**config.mk**
```make
export PLATFORM = sky130hd
export DESIGN_NAME = sr_clock_array
export DESIGN_NICKNAME = d
export VERILOG_FILES = /design/src/rtl/sr_clock_pkg.sv /design/src/rtl/sr_coord_map.sv /design/src/rtl/sr_digit_view.sv /design/src/rtl/sr_counter_cell.sv /design/src/rtl/sr_clock_array.sv
export SDC_FILE = /design/constraint.sdc
export NUM_CORES = 1
export LEC_CHECK = 0
export BUFFER_PORTS_ARGS = -buffer_cell sky130_fd_sc_hd__clkbuf_2
export CAP_MARGIN = 0
export CORE_MARGIN = 1.5
export CORE_UTILIZATION = 55
export DETAILED_ROUTE_END_ITERATION = 8
export PLACE_DENSITY_LB_ADDON = 0.12
export RECOVER_POWER = 100
export SYNTH_ARGS = -nofsm -noshare
export SYNTH_HDL_FRONTEND = slang
export SYNTH_SLANG_ARGS = --single-unit
```
**constraint.sdc**
```tcl
create_clock -name clk -period 4.4 [get_ports clk]
set_input_delay 0.22 -clock clk [delete_from_list [all_inputs] [get_ports clk]]
set_output_delay 0.22 -clock clk [all_outputs]
set_load 0.01 [all_outputs]
```
**src/rtl/sr_clock_pkg.sv**
```systemverilog
// Shared definitions for the self-repairing clock array.
// Assumes roles alternate decimal/senary starting with decimal at coordinate 0.
package sr_clock_pkg;

    localparam int DIGIT_W = 4;

    typedef logic [DIGIT_W-1:0] digit_t;

    typedef enum logic {
        GENE_DEC = 1'b0,   // wraps after 9
        GENE_SEN = 1'b1    // wraps after 5
    } gene_e;

    // Selects the gene a cell runs from its coordinate.
    function automatic gene_e gene_of(input int unsigned coord);
        return (coord % 2 == 0) ? GENE_DEC : GENE_SEN;
    endfunction

    // Returns the last value a gene reaches before wrapping to zero.
    function automatic digit_t gene_top(input gene_e g);
        return (g == GENE_DEC) ? digit_t'(9) : digit_t'(5);
    endfunction

endpackage

```
**src/rtl/sr_coord_map.sv**
```systemverilog
// Coordinate assignment: each cell's coordinate is the count of unflagged
// cells below it. Also reports whether any flag is set and whether the
// healthy cells are too few to cover every role.
// Assumes fault flags are synchronous to clk.
module sr_coord_map #(
    parameter int N_CELLS = 6,
    parameter int N_ROLES = 4,
    localparam int CW     = $clog2(N_CELLS + 1)
) (
    input  logic [N_CELLS-1:0] fault_i,
    output logic [CW-1:0]      coord_o [N_CELLS],
    output logic               any_fault_o,
    output logic               short_o
);

    logic [CW-1:0] healthy;

    // Prefix count of healthy cells gives each cell's coordinate.
    always_comb begin
        healthy = '0;
        for (int i = 0; i < N_CELLS; i++) begin
            coord_o[i] = healthy;
            if (!fault_i[i]) begin
                healthy = healthy + CW'(1);
            end
        end
    end

    // Summary flags derived from the healthy count.
    always_comb begin
        any_fault_o = |fault_i;
        short_o     = (healthy < CW'(N_ROLES));
    end

endmodule

```
**src/rtl/sr_digit_view.sv**
```systemverilog
// Coordinate-space view of the registered cell state: gathers the digit
// held for each coordinate and ripples the count enable from coordinate 0
// upward. Only registered state and the tick feed this logic.
// Assumes at most one live cell claims any coordinate.
module sr_digit_view
    import sr_clock_pkg::*;
#(
    parameter int N_CELLS = 6,
    parameter int N_ROLES = 4,
    localparam int CW     = $clog2(N_CELLS + 1)
) (
    input  logic          tick_i,
    input  logic          live_q_i  [N_CELLS],
    input  logic [CW-1:0] coord_q_i [N_CELLS],
    input  digit_t        digit_q_i [N_CELLS],
    output digit_t        view_o    [N_ROLES],
    output logic          en_o      [N_ROLES]
);

    // Collects, per coordinate, the digit of the live cell that holds it.
    always_comb begin
        for (int c = 0; c < N_ROLES; c++) begin
            view_o[c] = '0;
            for (int i = 0; i < N_CELLS; i++) begin
                if (live_q_i[i] && coord_q_i[i] == CW'(c)) begin
                    view_o[c] = view_o[c] | digit_q_i[i];
                end
            end
        end
    end

    // Carry ripple: a coordinate counts when the one below wraps while counting.
    always_comb begin
        en_o[0] = tick_i;
        for (int c = 1; c < N_ROLES; c++) begin
            en_o[c] = en_o[c-1] &&
                      (view_o[c-1] == gene_top(gene_of(unsigned'(c - 1))));
        end
    end

endmodule

```
**src/rtl/sr_counter_cell.sv**
```systemverilog
// One cell of the array. Holds the whole genome, picks a gene from its
// coordinate, and on each edge loads the digit its new coordinate held,
// advancing it when enabled. Spare and faulty cells hold zero.
// Assumes inherit_i/en_i belong to coord_i as seen before the edge.
module sr_counter_cell
    import sr_clock_pkg::*;
#(
    parameter int N_CELLS = 6,
    parameter int N_ROLES = 4,
    localparam int CW     = $clog2(N_CELLS + 1)
) (
    input  logic          clk,
    input  logic          rst_n,
    input  logic          fault_i,
    input  logic [CW-1:0] coord_i,
    input  digit_t        inherit_i,
    input  logic          en_i,
    output digit_t        digit_o,
    output logic [CW-1:0] coord_o,
    output logic          live_o
);

    logic   live_n;
    gene_e  gene;
    digit_t next_digit;

    // Gene selection and next-digit computation for the coming edge.
    always_comb begin
        live_n = !fault_i && (coord_i < CW'(N_ROLES));
        gene   = gene_of(unsigned'(32'(coord_i)));
        if (!live_n) begin
            next_digit = '0;
        end else if (en_i) begin
            next_digit = (inherit_i == gene_top(gene)) ? '0 : inherit_i + digit_t'(1);
        end else begin
            next_digit = inherit_i;
        end
    end

    // Cell state register: digit, coordinate and live flag.
    always_ff @(posedge clk) begin
        if (!rst_n) begin
            digit_o <= '0;
            coord_o <= '0;
            live_o  <= 1'b0;
        end else begin
            digit_o <= next_digit;
            coord_o <= coord_i;
            live_o  <= live_n;
        end
    end

endmodule

```
**src/rtl/sr_clock_array.sv**
```systemverilog
// Top of the self-repairing minutes-and-seconds array. Maps coordinates
// from the fault flags, routes each coordinate's digit and enable to the
// cell that will hold it, and drives the packed digit output and flags.
// Assumes tick_i is a single-cycle pulse per second.
module sr_clock_array
    import sr_clock_pkg::*;
#(
    parameter int N_ROLES  = 4,
    parameter int N_SPARE  = 2,
    localparam int N_CELLS = N_ROLES + N_SPARE,
    localparam int CW      = $clog2(N_CELLS + 1)
) (
    input  logic                       clk,
    input  logic                       rst_n,
    input  logic                       tick_i,
    input  logic [N_CELLS-1:0]         fault_i,
    output logic [N_ROLES*DIGIT_W-1:0] digits_o,
    output logic                       repaired_o,
    output logic                       error_o
);

    logic [CW-1:0] coord_n   [N_CELLS];
    logic [CW-1:0] coord_q   [N_CELLS];
    logic          live_q    [N_CELLS];
    digit_t        digit_q   [N_CELLS];
    digit_t        inherit   [N_CELLS];
    logic          en_cell   [N_CELLS];
    digit_t        view      [N_ROLES];
    logic          en_coord  [N_ROLES];
    logic          any_fault;
    logic          short_cells;

    sr_coord_map #(
        .N_CELLS (N_CELLS),
        .N_ROLES (N_ROLES)
    ) u_map (
        .fault_i     (fault_i),
        .coord_o     (coord_n),
        .any_fault_o (any_fault),
        .short_o     (short_cells)
    );

    sr_digit_view #(
        .N_CELLS (N_CELLS),
        .N_ROLES (N_ROLES)
    ) u_view (
        .tick_i    (tick_i),
        .live_q_i  (live_q),
        .coord_q_i (coord_q),
        .digit_q_i (digit_q),
        .view_o    (view),
        .en_o      (en_coord)
    );

    // Routes each coordinate's held digit and enable to its new cell.
    always_comb begin
        for (int i = 0; i < N_CELLS; i++) begin
            inherit[i] = '0;
            en_cell[i] = 1'b0;
            for (int c = 0; c < N_ROLES; c++) begin
                if (coord_n[i] == CW'(c)) begin
                    inherit[i] = view[c];
                    en_cell[i] = en_coord[c];
                end
            end
        end
    end

    for (genvar g = 0; g < N_CELLS; g++) begin : g_cell
        sr_counter_cell #(
            .N_CELLS (N_CELLS),
            .N_ROLES (N_ROLES)
        ) u_cell (
            .clk       (clk),
            .rst_n     (rst_n),
            .fault_i   (fault_i[g]),
            .coord_i   (coord_n[g]),
            .inherit_i (inherit[g]),
            .en_i      (en_cell[g]),
            .digit_o   (digit_q[g]),
            .coord_o   (coord_q[g]),
            .live_o    (live_q[g])
        );
    end

    for (genvar r = 0; r < N_ROLES; r++) begin : g_out
        assign digits_o[r*DIGIT_W +: DIGIT_W] = view[r];
    end

    // Repair status flags registered alongside the cell state.
    always_ff @(posedge clk) begin
        if (!rst_n) begin
            repaired_o <= 1'b0;
            error_o    <= 1'b0;
        end else begin
            repaired_o <= any_fault && !short_cells;
            error_o    <= short_cells;
        end
    end

endmodule

```
# == Word level (Yosys, flattened, before mapping) ==
# Cells that the tools add are included.
# op_classes
n_addsub,11
eq_ne,38
reduce_logical,58
order_cmp,6
bitwise,18
n_mux,84
# ops
cell,count
$mux 4,58
$logic_not 32->1,5
$or 4x4->4,17
$eq 3x2->1 const B,20
$eq 3x1->1 const B,10
$logic_not 3->1,10
$logic_and 1x1->1,29
$add 4x1->4 const B,6
$mux 1,21
$eq 4x4->1,5
$lt 3x3->1 const B,5
$mux 3,5
$add 3x1->3 const B,4
$reduce_and 2->1,5
$eq 4x4->1 const B,2
$logic_not 1->1,7
$reduce_or 6->1,1
$eq 4x3->1 const B,1
$lt 1x3->1 const B,1
$add 1x1->2 const B,1
$reduce_or 2->1,1
$not 1->1,1
# word_totals
output_inout_bits,18
reg_bits,47
wordCells,234
input_bits,9

# == Depth between registers and ports, before layout ==
# Gate-level depths: netlist of run 1.
# logic_depth
ltp_word,18
mapped_depth,20
depth_no_buf,19

# == By module ==
# A second synthesis of run 1 with hierarchy kept.
# unflattened
hier_cells,452
hier_area_um2,4101.4
# by_module_without_submodules
module,cells_each,n_inst,area_each_um2,seq_area_each_um2
sr_counter_cell,33,6,320.3,160.2
sr_clock_array,112,1,985.9,40.0
sr_digit_view,97,1,803.3,0.0
sr_coord_map,45,1,390.4,0.0

# == Worst setup path before layout of run 1 ==
# Ideal clock, no wire load.
# synth_timing
path_type,input-to-reg
start,in fault_i[0]
end,reg g_cell[5].u_cell.digit_o[3]
n_path_buf,1
path_slack_ns,0.032
required_time_ns,4.327
arrival_ns,4.296
cell_stages,20
setup_ns,0.073
path_cell_list,clkinv_1 > ha_1 > xor2_2 > inv_2 > ha_1 > ha_1 > nor2_1 > a21oi_2 > ha_1 > nor2b_1 > a21oi_1 > inv_1 > ha_1 > clkbuf_1 > inv_1 > nor2_1 > a211oi_2 > a21oi_1 > a211o_1 > nor3_2
# synth_lines
element,line_no,source
start: declaration,sr_clock_array.sv:16,"input logic [N_CELLS-1:0] fault_i,"
end signal: assignment,sr_counter_cell.sv:47,digit_o <= next_digit;
end: declaration,sr_counter_cell.sv:18,"output digit_t digit_o,"

# == Worst setup path in the final report of run 1 ==
# layout_timing
start,reg g_cell[5].u_cell.coord_o[0]
end,reg g_cell[3].u_cell.digit_o[3]
# layout_via
elab_chain_len,10
elab_cells_between_ends,29
cone_classes,add/sub (1); eq/ne (7); mux (13); reduce/logical (8)
# layout_lines
element,line_no,source
start: declaration,sr_counter_cell.sv:19,"output logic [CW-1:0] coord_o,"
start signal: assignment,sr_counter_cell.sv:48,coord_o <= coord_i;
$logic_not 3->1,sr_digit_view.sv:25,if (live_q_i[i] && coord_q_i[i] == CW'(c)) begin
$logic_and 1x1->1,sr_digit_view.sv:25,
$mux 4,sr_digit_view.sv:25,
$mux 4 (4 in series),sr_clock_array.sv:61,if (coord_n[i] == CW'(c)) begin
$add 4x1->4 / $eq 4x4->1 (equally long branches),sr_counter_cell.sv:34,next_digit = (inherit_i == gene_top(gene)) ? '0 : inherit_i + digit_t'(1);
$mux 4,sr_counter_cell.sv:34,
$mux 4 *,sr_counter_cell.sv:33,end else if (en_i) begin
end signal: assignment,sr_counter_cell.sv:47,
end: declaration,sr_counter_cell.sv:18,
# Every way passes the cells marked *; elsewhere a longest branch is shown, timed or not.
# A chain may end at the register's enable or synchronous reset.

==> results.md, run 1 <==
- Worst Path Max Fanout: 10
- Hold bufs inserted after CTS: 0
- CORE AREA: 0.00606 sq mm
- Leading cell type by number of instances after synthesis: nor2_1
- Hold Startpoint: fault_i[5]
- Global-route wire length before repair: 17.0 mm
- Layout net count: 498
- Result of the run: finished clean
- Pwr per Cell Area: 304 mW/mm^2
- Buffers from clock root to sink, at most: 2
- Worst path arrival time: 4.21 ns
- IO Count: 27
- Relative area change from synthesis to final layout: 6.99%
- Final setup violation count: 0
- Count of final hold-check violations: 0
- Global route overflow: 0
- Initial antenna violation count: 0
- Worst Clk Skew: 0.00986 ns
- Top Metal Used: met4
- Total area of sequential cells: 861 sq um
- CTS tree: done
- Detailed-route via count: 3,760
- HPWL after DPL: 8.21 mm
- CP startpoint kind: flop
- Weighted congestion at the end of routability-driven global placement: 0.950
- Total routing usage reported by global routing: 30.8%
- Worst rel slew slack: 37.7%
- Max Clk Rate: 0.250 GHz
- Number of max-cap violations: 0
- Worst r2r src: g_cell[5].u_cell.coord_o[0]
- Critical path type: flop to flop
- Synthesized cell area: 0.00353 sq mm
- Synth top area share: 24.4%
- Layout Cells excl Fill: 550
- Total number of yosys warnings: 0
- Clock tree root buffer cell: clkbuf_8
- Detailed router's first-iteration violation count: 598
- Number of rows in the core area: 28
- Cell depth of the worst min-delay path: 2
- Share of flip-flops with an asynchronous set or reset after synthesis: 0%
- Port-buffer cells: 26
- Number of cells after detailed placement: 542
- Final Max Tran Viols: 0
- Number of global-route vias before repair: 3,258
- Die boundary height: 83.1 um
- Cell taking the most area after synthesis: dfxtp_1
- Total power consumption of the routed design: 1.15 mW
- Antenna Cells: 0
- Minimum setup slack among reg-to-reg paths: 0.40 ns
- Worst min-delay path category: primary input to flop
- Post-Place Cell Area: 0.00377 sq mm
- Number of distinct library cell variants in the gate-level netlist after synthesis: 72
- Total length of routed met2 wires: 4.72 mm
- Layout fillers: 567
- Starting Density: 58.2%
- Metal-1 WL: 4.62 mm
- Endpoint required time on the critical path: 4.61 ns
- Most instantiated flip-flop cell in the synthesis netlist: dfxtp_1
- Synth cell count leaders: 49 x nor2_1, 43 x dfxtp_1, 40 x nand2_1, 27 x inv_1, 21 x nand3_1
- Count of clock tree sinks: 43
- Mapped Cells: 445
- Capturing point of the worst reg2reg path: g_cell[3].u_cell.digit_o[3]
- Post-route clock period utilization: 90.9%
- Met3 routed WL: 1.25 mm
- FF-to-FF path depth: 10
- H-tree depth: 2
- Detailed Route WL: 11.0 mm
- Slew at the pin with the worst max-slew slack: 0.922 ns
- Nets in the synthesized netlist: 469
- Synth Register Bits: 43
- Worst Hold Path EP: error_o
- Vias/cell: 6.84
- TritonCTS Buffers: 5
- Number of enable flip-flop cells after synthesis: 0
- Largest net degree at the start of global routing: 17
- Detailed Routing Iterations Pass 1: 5
- WL per Instance: 20.0 um
- Worst Setup End Kind: flop
- Post-route minimum period: 4.00 ns
- RSZ-0062 raised after global routing: no
- Chip Width: 83.1 um
- Share of layout cells above drive strength 1: 9.05%
- Clock insertion delay at the later pin of the skew report: 0.30 ns
- Area used by multi-input combinational logic: 0.00243 sq mm
- Total negative slack: 0 ns
- Leakage power of the design: 1.51 nW
- Number of setup buffers added after CTS: 0
- Cell area after layout: 0.00377 sq mm
- Worst ir drop on vdd: 0.000200 V
- Remaining antenna violation count after routing: 0
- Average instance area after synthesis: 7.93 sq um
- Die ar.: 0.00690 sq mm
- Sequential fraction of the synthesis area: 24.4%
- Clock transition at the registers of the reported paths: 0.08 ns
- Most area-consuming cells after synthesis: dfxtp_1 24%, ha_1 5.3%, nor2_1 5.2%, nand2_1 4.3%, a221oi_1 3.2%
- Residual DRC: 0
- Cells resized by post-CTS repair: 0
## layout make-up
cell class              instances  area share [%]
inverters                      30            3.05
multi-input cells             357            64.5
repair buffers                 37            4.54
clock buffers                   8            2.65
well taps                      75            2.49
flip-flops and latches         43            22.8
## routing by layer
layer  vias to the layer above  track usage [%]
met4                         0             11.8
met3                        53             3.88
met2                       256             48.2
met5                         -                0
li1                       1750                -
met1                      1701             43.1
## worst max path at each step
stage | slack (ns) | depth (start not counted) | to | startpoint
4_1_cts | 0.54 | 19 | g_cell[5].u_cell.digit_o[3] | fault_i[0]
5_1_grt | 0.11 | 19 | g_cell[5].u_cell.digit_o[3] | fault_i[0]
2_1_floorplan | 0.03 | 20 | g_cell[5].u_cell.digit_o[3] | fault_i[0]
3_3_place_gp | 0.43 | 19 | g_cell[5].u_cell.digit_o[3] | fault_i[0]
6_report | 0.40 | 10 | g_cell[3].u_cell.digit_o[3] | g_cell[5].u_cell.coord_o[0]
3_5_place_dp | 0.24 | 19 | g_cell[5].u_cell.digit_o[3] | fault_i[0]
## cells in the final DEF (no fill, tap or decap), types with 5 or more instances in the layout
cell and count:
nor2_1 49, a211oi_1 8, ha_1 15, nand3_1 23, a22oi_1 13, buf_4 5, nand2b_1 6, clkbuf_2 11
a32oi_1 9, a221oi_1 13, and3_1 6, nor3_1 12, a31oi_1 10, a21oi_1 16, inv_1 27, mux2i_1 6
a221o_1 8, nor2b_1 11, xor2_1 5, and2_1 8, and4b_1 8, o21ai_0 16, clkbuf_8 7, nand4_1 7
nor4bb_1 7, nand2_1 40, clkbuf_1 22, dfxtp_1 43
## metrics by stage
stage / util (%) / hold WS (ns) / worst slack [ns]
after global routing: 62.3 / 0.169 / 0.112
after floorplan: - / 0.309 / 0.0315
after detailed placement: 62.2 / 0.477 / 0.244
final: 62.3 / 0.166 / 0.401
after CTS: 63.9 / 0.164 / 0.539
after global placement: 62.2 / 0.458 / 0.427
## state kept, by name, indices dropped and copies added (netlist names)
name,count
repaired_o,1
g_cell.u_cell.digit_o,24
error_o,1
g_cell.u_cell.live_o,6
g_cell.u_cell.coord_o,11
## where the power goes
group / switching [mW] / internal [mW] / leakage [nW]
registers: 0.0314 / 0.416 / 0.352
clock network: 0.126 / 0.143 / 0.0515
logic: 0.268 / 0.164 / 1.10
total: 0.425 / 0.723 / 1.51
## worst max-delay path, stage by stage (launching register included)
cell       delay (ns)
dfxtp_1          0.34
nor4b_1          0.80
a32oi_1          0.14
nand3_1          0.47
nor4bb_1         0.73
buf_4            0.30
nand3_1          0.19
o22ai_1          0.31
o2bb2ai_1        0.27
a31oi_1          0.14
a211oi_1         0.22
## kinds of logic after synthesis
family	Yosys count	synth area share, %
simple gates	200	31.9
flops	43	24.4
mux	6	1.70
fa+ha+maj	15	5.32
compound gates	126	27.9
buf+inv	45	5.00
xor+xnor	10	3.76
No activity file was read; power rests on OpenSTA's default activity.
==> inputs of run 2 (changes only) <==
MAX_ROUTING_LAYER = met4   (was default)
==> run 2 against run 1 <==
Against the previous run:
- fmax rose by 0.61%
- worst hold slack got worse by 0.011 ns
- global-route usage up 2.2 points
- register-to-register slack better by 0.02 ns
- critical endpoint unchanged
- largest power group unchanged
- wire length increased by 1.4%
- final cell count unchanged
- total power down 2.3%
- clock skew shrank 0.00072 ns
- cell area fell by 0.33%
==> results.md, run 2 (synthesis gave the netlist of run 1 again) <==
- Result of the run: finished clean
- Slowest cell on crit path: nor4b_1
- RSZ-0062 raised after global routing: no
- Critical path type: flop to flop
- TritonCTS Buffers: 5
- Total negative slack: 0 ns
- Internal power component: 691 uW
- Minimum setup slack among reg-to-reg paths: 0.43 ns
- Global route overflow: 0
- Global-route wire length before repair: 17.7 mm
- Stages on the worst setup path: 10
- Power share of the combinational group: 38.6%
- CP startpoint kind: flop
- Die ar.: 0.00690 sq mm
- Worst Path Max Fanout: 10
- Total routing usage reported by global routing: 32.9%
- Cells resized by post-CTS repair: 0
- Regs by FF count: g_cell.u_cell.digit_o: 24 flops, g_cell.u_cell.coord_o: 11 flops, g_cell.u_cell.live_o: 6 flops
- Starting Density: 58.2%
- IO Count: 27
- Share of layout cells above drive strength 1: 9.05%
- Relative area change from synthesis to final layout: 6.63%
- Largest stage delay, worst path: 0.75 ns
- Detailed Route WL: 11.1 mm
- HPWL after DPL: 8.36 mm
- Endpoint required time on the critical path: 4.61 ns
- Most frequent cell on the critical path: nand3_1
- Critical path's top delay family: simple AND/OR/NAND/NOR gates
- Share of power burned in the clock network: 21.5%
- Switching portion of total power: 38.4%
- Hold bufs inserted after CTS: 0
- Clock transition at the registers of the reported paths: 0.08 ns
- Antenna Cells: 0
- Capturing point of the worst reg2reg path: g_cell[3].u_cell.digit_o[3]
- Final setup margin: 0.425 ns
- H-tree depth: 2
- Setup crit start: g_cell[5].u_cell.coord_o[0]
- Weighted congestion at the end of routability-driven global placement: 1.01
- Worst Clk Skew: 0.00914 ns
- CORE AREA: 0.00606 sq mm
- WL per Instance: 20.3 um
- Total area of sequential cells: 861 sq um
- Worst rel slew slack: 41.9%
- Detailed Routing Iterations Pass 1: 5
- Count of clock tree sinks: 43
- Detailed-route via count: 3,756
- Chip Width: 83.1 um
- Detailed router's first-iteration violation count: 474
- Slew at the pin with the worst max-slew slack: 0.860 ns
- Number of setup buffers added after CTS: 0
- Initial antenna violation count: 0
- Layout fillers: 584
- Max Clk Rate: 0.252 GHz
- Power dissipated by switching net loads: 430 uW
- Post-route minimum period: 3.97 ns
- Remaining antenna violation count after routing: 0
- Worst min-delay path category: primary input to flop
- Number of rows in the core area: 28
- Layout net count: 498
- Final Max Tran Viols: 0
- FF-to-FF path depth: 10
- CTS tree: done
- Number of buffers and inverters on the critical path: 1
- Worst path arrival time: 4.19 ns
- Leakage power of the design: 1.50 nW
- Worst Setup End Kind: flop
- Flip-flop count of the largest register, all copies and words added: 24
- Die boundary height: 83.1 um
- Count of final hold-check violations: 0
- Last element of the critical path: g_cell[3].u_cell.digit_o[3]
- Most used cells in the layout excluding fill and tap cells: 49 x nor2_1, 43 x dfxtp_1, 40 x nand2_1
- Clock tree root buffer cell: clkbuf_8
- Buffers from clock root to sink, at most: 2
- Worst r2r src: g_cell[5].u_cell.coord_o[0]
- Flop pwr share: 39.8%
- Clock insertion delay at the later pin of the skew report: 0.29 ns
- Cell-by-cell trace of the critical path: nor4b_1, a22oi_1, nand3_1, nor4bb_1, buf_4, nand3_1, o22ai_1, o2bb2ai_1, a31oi_1, a211oi_1
- Post-route worst hold slack: 0.155 ns
- Largest net degree at the start of global routing: 17
- Post-route clock period utilization: 90.3%
- Area used by multi-input combinational logic: 0.00243 sq mm
- Worst ir drop on vdd: 0.000210 V
- Pwr per Cell Area: 298 mW/mm^2
- Worst slack after detailed placement: 0.328 ns
- Number of global-route vias before repair: 3,349
- Port-buffer cells: 26
- Number of max-cap violations: 0
- Final setup violation count: 0
- Vias/cell: 6.83
- Residual DRC: 0
- Most common library cell in the layout ignoring fill and taps: nor2_1
- Top reg by flops: g_cell.u_cell.digit_o
## run 2: changes by cell type in the layout (fill, tap and decap cells not counted), sizes merged
cell | previous run | this run
buf | 5 | 6
clkinv | 1 | 2
clkinvlp | 0 | 1
clkbuf | 40 | 37
## run 2: final cells by class
type / instances / area share [%]
Clock buffer: 6 / 1.93
Clock inverter: 2 / 0.333
Inverter: 30 / 3.06
Multi-Input combinational cell: 357 / 64.7
Sequential cell: 43 / 22.9
Tap cell: 75 / 2.50
Timing Repair Buffer: 37 / 4.62
## run 2: power by group through the flow
stage	sequential, mW	clock [mW]	combinational, mW
6_report	0.447	0.241	0.433
5_1_grt	0.450	0.264	0.476
3_5_place_dp	0.455	0	0.435
3_3_place_gp	0.454	0	0.428
2_1_floorplan	0.443	0	0.334
4_1_cts	0.446	0.244	0.436
## run 2: how the worst min path moves through the flow
stage | to | start | cells after the start | slack [ns]
after global placement | error_o | fault_i[5] | 2 | 0.46
after detailed placement | error_o | fault_i[5] | 2 | 0.47
after floorplan | error_o | fault_i[5] | 1 | 0.31
after global routing | error_o | fault_i[5] | 2 | 0.16
final | error_o | fault_i[5] | 2 | 0.16
after CTS | error_o | fault_i[5] | 2 | 0.15
## run 2: routing by layer
layer	GRT usage [%]	vias to the layer above	wire, um
li1	-	1748	-
met1	44.1	1724	4530
met2	49.4	230	4910
met3	5.37	54	1190
met4	13.5	0	518
met5	-	-	0
## run 2: through the flow
| stage | instances | instance area (sq um) | power (mW) | util [%] |
|---|---|---|---|---|
| after floorplan | 445 | 3530 | 0.778 | - |
| after global placement | 542 | 3770 | 0.881 | 62.2 |
| after detailed placement | 542 | 3770 | 0.890 | 62.2 |
| after CTS | 550 | 3860 | 1.13 | 63.6 |
| after global routing | 550 | 3760 | 1.19 | 62.1 |
| final | 550 | 3760 | 1.12 | 62.1 |
